**config.mk**
```make
export PLATFORM = sky130hd
export DESIGN_NAME = cvt_pwr_ctrl
export DESIGN_NICKNAME = d
export VERILOG_FILES = /design/src/rtl/cvt_pwr_pkg.sv /design/src/rtl/cvt_mode_reg.sv /design/src/rtl/cvt_settle_timer.sv /design/src/rtl/cvt_code_hold.sv /design/src/rtl/cvt_pwr_ctrl.sv
export SDC_FILE = /design/constraint.sdc
export NUM_CORES = 1
export LEC_CHECK = 0
export BUFFER_PORTS_ARGS = -buffer_cell sky130_fd_sc_hd__buf_2
export CAP_MARGIN = 40
export CELL_PAD_IN_SITES_DETAIL_PLACEMENT = 1
export CELL_PAD_IN_SITES_GLOBAL_PLACEMENT = 2
export CORE_MARGIN = 10
export CORE_UTILIZATION = 32
export DETAILED_ROUTE_END_ITERATION = 10
export PLACE_DENSITY = 0.9
export SYNTH_ARGS = -nofsm -noshare
export SYNTH_HDL_FRONTEND = slang
export SYNTH_SLANG_ARGS = --single-unit
```
**constraint.sdc**
```tcl
create_clock -name clk -period 2.6 [get_ports clk]
set_input_delay 0.13 -clock clk [delete_from_list [all_inputs] [get_ports clk]]
set_output_delay 0.13 -clock clk [all_outputs]
set_load 0.01 [all_outputs]
```
**src/rtl/cvt_pwr_pkg.sv**
```systemverilog
package cvt_pwr_pkg;
  typedef enum logic [1:0] {
    PM_SHUT = 2'd0,
    PM_STBY = 2'd1,
    PM_RUN  = 2'd2
  } pwr_mode_e;

  localparam logic [1:0] OM_DRIVE = 2'b00;
  localparam logic [1:0] OM_FLOAT = 2'b01;
  localparam logic [1:0] OM_GND   = 2'b10;

  // pin decode: power-down dominates, enable chooses between run and standby
  function automatic pwr_mode_e decode_mode(input logic pd, input logic en);
    if (pd) return PM_SHUT;
    else if (en) return PM_RUN;
    else return PM_STBY;
  endfunction

  // settle length for a transition into 'nxt' coming from 'prv'
  function automatic int unsigned settle_len(input pwr_mode_e prv, input pwr_mode_e nxt,
                                             input int unsigned shut_cyc,
                                             input int unsigned stby_cyc);
    if (nxt != PM_RUN) return 0;
    else if (prv == PM_SHUT) return shut_cyc;
    else return stby_cyc;
  endfunction
endpackage

```
**src/rtl/cvt_mode_reg.sv**
```systemverilog
module cvt_mode_reg
  import cvt_pwr_pkg::*;
(
  input  logic      clk,
  input  logic      rst_n,
  input  logic      pd_i,
  input  logic      en_i,
  output pwr_mode_e mode_o,
  output pwr_mode_e mode_nxt_o,
  output logic      change_o
);
  pwr_mode_e mode_q;

  assign mode_nxt_o = decode_mode(pd_i, en_i);
  assign change_o   = (mode_nxt_o != mode_q);
  assign mode_o     = mode_q;

  always_ff @(posedge clk or negedge rst_n) begin
    if (!rst_n) mode_q <= PM_SHUT;
    else        mode_q <= mode_nxt_o;
  end


  shut_dominates_chk: assert property (@(posedge clk) disable iff (!rst_n)
    pd_i |=> (mode_q == PM_SHUT));

  no_change_stable_chk: assert property (@(posedge clk) disable iff (!rst_n)
    !change_o |=> $stable(mode_q));
endmodule

```
**src/rtl/cvt_settle_timer.sv**
```systemverilog
module cvt_settle_timer #(
  parameter int unsigned CNT_W = 5
) (
  input  logic             clk,
  input  logic             rst_n,
  input  logic             load_i,
  input  logic [CNT_W-1:0] load_val_i,
  output logic             busy_o
);
  logic [CNT_W-1:0] cnt_q;

  always_ff @(posedge clk or negedge rst_n) begin
    if (!rst_n)          cnt_q <= '0;
    else if (load_i)     cnt_q <= load_val_i;
    else if (cnt_q != 0) cnt_q <= cnt_q - 1'b1;
  end

  assign busy_o = (cnt_q != '0);


  restart_load_chk: assert property (@(posedge clk) disable iff (!rst_n)
    load_i |=> (cnt_q == $past(load_val_i)));

  count_down_chk: assert property (@(posedge clk) disable iff (!rst_n)
    (!load_i && busy_o) |=> (cnt_q == $past(cnt_q) - 1'b1));
endmodule

```
**src/rtl/cvt_code_hold.sv**
```systemverilog
module cvt_code_hold #(
  parameter int unsigned CODE_W = 8
) (
  input  logic              clk,
  input  logic              rst_n,
  input  logic              cap_i,
  input  logic [CODE_W-1:0] code_i,
  output logic [CODE_W-1:0] code_o
);
  logic [CODE_W-1:0] code_q;

  always_ff @(posedge clk or negedge rst_n) begin
    if (!rst_n)     code_q <= '0;
    else if (cap_i) code_q <= code_i;
  end

  assign code_o = code_q;


  hold_when_idle_chk: assert property (@(posedge clk) disable iff (!rst_n)
    !cap_i |=> $stable(code_q));

  capture_when_ready_chk: assert property (@(posedge clk) disable iff (!rst_n)
    cap_i |=> (code_q == $past(code_i)));
endmodule

```
**src/rtl/cvt_pwr_ctrl.sv**
```systemverilog
module cvt_pwr_ctrl
  import cvt_pwr_pkg::*;
#(
  parameter int unsigned CODE_W     = 8,
  parameter int unsigned SHUT_CYC   = 20,
  parameter int unsigned STBY_CYC   = 4,
  parameter bit          OFF_GROUND = 1'b0
) (
  input  logic              clk,
  input  logic              rst_n,
  input  logic              pd_i,
  input  logic              en_i,
  input  logic [CODE_W-1:0] code_i,
  output logic              ref_en_o,
  output logic              array_en_o,
  output logic [1:0]        out_mode_o,
  output logic [CODE_W-1:0] code_o,
  output logic              ready_o
);
  localparam int unsigned MAX_CYC = (SHUT_CYC > STBY_CYC) ? SHUT_CYC : STBY_CYC;
  localparam int unsigned CNT_W   = (MAX_CYC < 2) ? 1 : $clog2(MAX_CYC + 1);
  localparam logic [1:0]  OFF_OM  = OFF_GROUND ? OM_GND : OM_FLOAT;

  pwr_mode_e        mode_w, mode_nxt_w;
  logic             change_w, busy_w, capture_w;
  logic [CNT_W-1:0] load_val_w;

  cvt_mode_reg u_mode (
    .clk        (clk),
    .rst_n      (rst_n),
    .pd_i       (pd_i),
    .en_i       (en_i),
    .mode_o     (mode_w),
    .mode_nxt_o (mode_nxt_w),
    .change_o   (change_w)
  );

  assign load_val_w = CNT_W'(settle_len(mode_w, mode_nxt_w, SHUT_CYC, STBY_CYC));

  cvt_settle_timer #(.CNT_W(CNT_W)) u_timer (
    .clk        (clk),
    .rst_n      (rst_n),
    .load_i     (change_w),
    .load_val_i (load_val_w),
    .busy_o     (busy_w)
  );

  assign ready_o    = (mode_w == PM_RUN) && !busy_w;
  assign capture_w  = ready_o;
  assign ref_en_o   = (mode_w != PM_SHUT);
  assign array_en_o = (mode_w == PM_RUN);
  assign out_mode_o = (mode_w == PM_RUN) ? OM_DRIVE : OFF_OM;

  cvt_code_hold #(.CODE_W(CODE_W)) u_hold (
    .clk    (clk),
    .rst_n  (rst_n),
    .cap_i  (capture_w),
    .code_i (code_i),
    .code_o (code_o)
  );


  shutdown_off_chk: assert property (@(posedge clk) disable iff (!rst_n)
    pd_i |=> (!ref_en_o && !array_en_o && !ready_o));

  standby_ref_on_chk: assert property (@(posedge clk) disable iff (!rst_n)
    (!pd_i && !en_i) |=> (ref_en_o && !array_en_o && !ready_o));

  run_drive_chk: assert property (@(posedge clk) disable iff (!rst_n)
    (!pd_i && en_i) |=> (array_en_o && ref_en_o && out_mode_o == OM_DRIVE));

  off_mode_chk: assert property (@(posedge clk) disable iff (!rst_n)
    !array_en_o |-> (out_mode_o == OFF_OM));

  wake_not_ready_chk: assert property (@(posedge clk) disable iff (!rst_n)
    (change_w && mode_nxt_w == PM_RUN && load_val_w != 0) |=> !ready_o);
endmodule

```
==> reports/metrics.cfg <==
[critical_path]
crit_family = simple AND/OR/NAND/NOR gates
worstPathArrival_ps = 1850
crit_buf_inv = 3
cp-start-kind = flop
crit_slowest_cell = or3b_4
slowest_delay_ps = 430
crit_chain = inv_1 > ha_1 > or3b_4 > nor2_8 > nand2_8 > inv_1 > buf_2
timing.rr.start = u_timer.cnt_q[0]$_DFFE_PN0P_
rr_worst_depth = 6
r2r-end = u_hold.code_o[1]$_DFFE_PN0P_
r2r_slack_ps = 790
worstPathRequired_ps = 2470
cp_max_fo = 9
worst-setup-path-type = reg -> out
critical_path.endpoint_type = output port
cpMostUsedCell = inv_1

[detailed_routing]
firstDrtPassIters = 2
via_count = 551
route.antenna.remaining_nets = 0
wirelength_mm = 1.88
drc = 0
wire_per_inst_um = 15.9
first_iter_violations = 7
avgViaCountPerCell = 4.67

[logic_synthesis]
yosysTopAreaCellShare = 0.492
syn_nets = 76
ys.flop_type = dfrtp_1
yosys.area.top_type = dfrtp_1
synth.distinct_cells = 25
synthCells = 63
yosys-top-cells-area = dfrtp_1 (49%), mux2_4 (16%), inv_1 (3.9%)
ys_ff_latch = 15
netlist_area_um2 = 763
synth_area_per_cell_um2 = 12.1
yosys_warnings = 0
yosysSeqAreaShare = 0.492
synth-edff-count = 0
synthArstFlopShare = 1.00

[clock_tree]
clk_pin_slew_worst_paths_ps = 80
cts-root-buf = clkbuf_4
ctsHtreeMaxLevel = 1
clock_latency_ps = 280
cts_tree = built
post_cts_resized = 0
clk_path_buf_depth = 2
cts_made_buffers = 3
clock_sinks = 15

[sta]
fmax_ghz = 0.504
tns_ps = 0
fin_crit_ps = 1980
slew_viol_final = 0
hold_viol = 0
finClkSkew_ps = 5.07
rsz0062_at_grt = no
setup_violations = 0
post-route-period-util = 0.763

[global_routing]
grt_first_pass_wirelength_mm = 3.15
grt_pass1_vias = 638
grt_usage = 0.0893
grt_antenna_before_repair = 0
overflow = 0
grt_max_degree = 16

[min_path]
hold_path.class = in -> reg
worstHoldPathCells = 2
holdPathEnd = u_mode.mode_o[0]$_DFF_PN0_
holdCritStartpoint = en_i

[power_and_ir_drop]
power_leakage_nw = 0.502
ir_worst_vdd_mv = 0.495
p_per_area_nw_per_um2 = 1060
p_total_uw = 999

[floorplanning]
row_count = 17
dieHeight_um = 68.8
io_pins = 25
start_util = 0.342
die_w_um = 68.8
core_um2 = 2230
dieArea_um2 = 4740

[status]
outcome = finished clean

[finish]
antenna_cells = 0
nFillCells = 263
multiInputGateArea_um2 = 350
layout.nets = 104
drive_gt1_frac = 0.433
ff_latch_area_um2 = 375
syn2layout_area_growth_pct = 23.4

[flow_run]
maxCapViolations = 0

[placed_design]
dp_hpwl_mm = 1.60
port_buffers = 23
place_congestion = 0.754

## where the power goes
| part | leakage (nW) | switching, mW | internal (mW) | total, mW |
|---|---|---|---|---|
| registers | 0.184 | 0.0538 | 0.327 | 0.381 |
| clock network | 0.0150 | 0.0709 | 0.0597 | 0.131 |
| logic | 0.302 | 0.234 | 0.254 | 0.488 |
| total | 0.502 | 0.359 | 0.640 | 0.999 |
## kinds of logic after synthesis
family / Yosys count / synth area share
simple gates: 16 / 0.152
flops: 15 / 0.492
compound gates: 10 / 0.0902
mux: 10 / 0.184
buf+inv: 9 / 0.0492
fa+ha+maj: 1 / 0.0164
other cells: 1 / 0.00491
xor+xnor: 1 / 0.0115
## worst register-to-register path, stage by stage, from the launching register on
cell and delay [ps]:
dfrtp_1 370, inv_1 110, ha_1 200, or3b_4 430, nor2_8 160, nand2_8 110
mux2_4 320
## sequential cells by signal, indices dropped and copies added (netlist names)
| name | count |
|---|---|
| u_hold.code_o | 8 |
| u_timer.cnt_q | 5 |
| u_mode.mode_o | 2 |
## synth_stat cells, types with 2 or more instances
library cell	instances
dfrtp_1	15
inv_1	8
mux2_4	8
nand2_1	4
a21oi_1	3
a211oi_1	2
and3_1	2
mux2i_1	2
nor2_1	2
nor2b_1	2
## what timing repair did
| action | CTS | global route |
|---|---|---|
| endpoints found under the hold margin | 15 | 0 |
| setup buffers | 0 | 0 |
| setup endpoints to repair | 0 | 0 |
| hold buffers | 1 | 0 |
## per-layer routing
| layer | track usage | up-vias | wire length, um |
|---|---|---|---|
| met3 | 0.0242 | 2 | 67 |
| met1 | 0.0913 | 272 | 714 |
| met5 | 0 | - | 0 |
| li1 | - | 267 | - |
| met4 | 0.0369 | 0 | 17 |
| met2 | 0.167 | 10 | 1080 |
## stage by stage
stage	cell area, um2	setup slack (ps)	util	instances	hold slack (ps)
after floorplan	763	910	-	63	-166
after global placement	906	866	0.406	113	45.7
after detailed placement	906	799	0.406	113	53.6
after CTS	942	597	0.422	118	25.6
after global routing	942	487	0.422	118	46.8
final	942	617	0.422	118	37.7
## layout by cell type, fill, tap and decap left out
cell / synthesis / layout
a211oi_1: 2 / 2
a21oi_1: 3 / 3
and3_1: 2 / 2
buf_2: 0 / 23
clkbuf_1: 0 / 1
clkbuf_4: 0 / 3
conb_1: 1 / 1
dfrtp_1: 15 / 15
dlygate4sd3_1: 0 / 1
ha_1: 1 / 1
inv_1: 8 / 8
mux2_4: 8 / 8
mux2i_1: 2 / 2
nand2_1: 4 / 4
nand2_8: 1 / 1
nand3_1: 1 / 1
nor2_1: 2 / 2
nor2_8: 1 / 1
nor2b_1: 2 / 2
nor3_1: 1 / 1
o211ai_1: 1 / 1
o21ai_0: 1 / 1
o21ba_2: 1 / 1
o21bai_1: 1 / 1
o41ai_1: 1 / 1
or3_2: 1 / 1
or3b_4: 1 / 1
xnor2_1: 1 / 1
## how the worst max path moves through the flow
stage / start / to / slack, ps / cells past startpoint
2_1_floorplan: u_timer.cnt_q[0]$_DFFE_PN0P_ / u_hold.code_o[0]$_DFFE_PN0P_ / 910 / 6
3_3_place_gp: u_timer.cnt_q[0]$_DFFE_PN0P_ / u_hold.code_o[6]$_DFFE_PN0P_ / 870 / 6
3_5_place_dp: u_timer.cnt_q[0]$_DFFE_PN0P_ / u_hold.code_o[1]$_DFFE_PN0P_ / 800 / 6
4_1_cts: u_timer.cnt_q[0]$_DFFE_PN0P_ / ready_o / 600 / 7
5_1_grt: u_timer.cnt_q[0]$_DFFE_PN0P_ / ready_o / 490 / 7
6_report: u_timer.cnt_q[0]$_DFFE_PN0P_ / ready_o / 620 / 7
## layout make-up
| class | instances | area share |
|---|---|---|
| timing repair buffer | 24 | 0.133 |
| tap | 28 | 0.0372 |
| inverter | 8 | 0.0319 |
| multi-input combinational | 39 | 0.372 |
| sequential | 15 | 0.398 |
| clock buffer | 4 | 0.0279 |
Power figures use the tool's default switching activity.
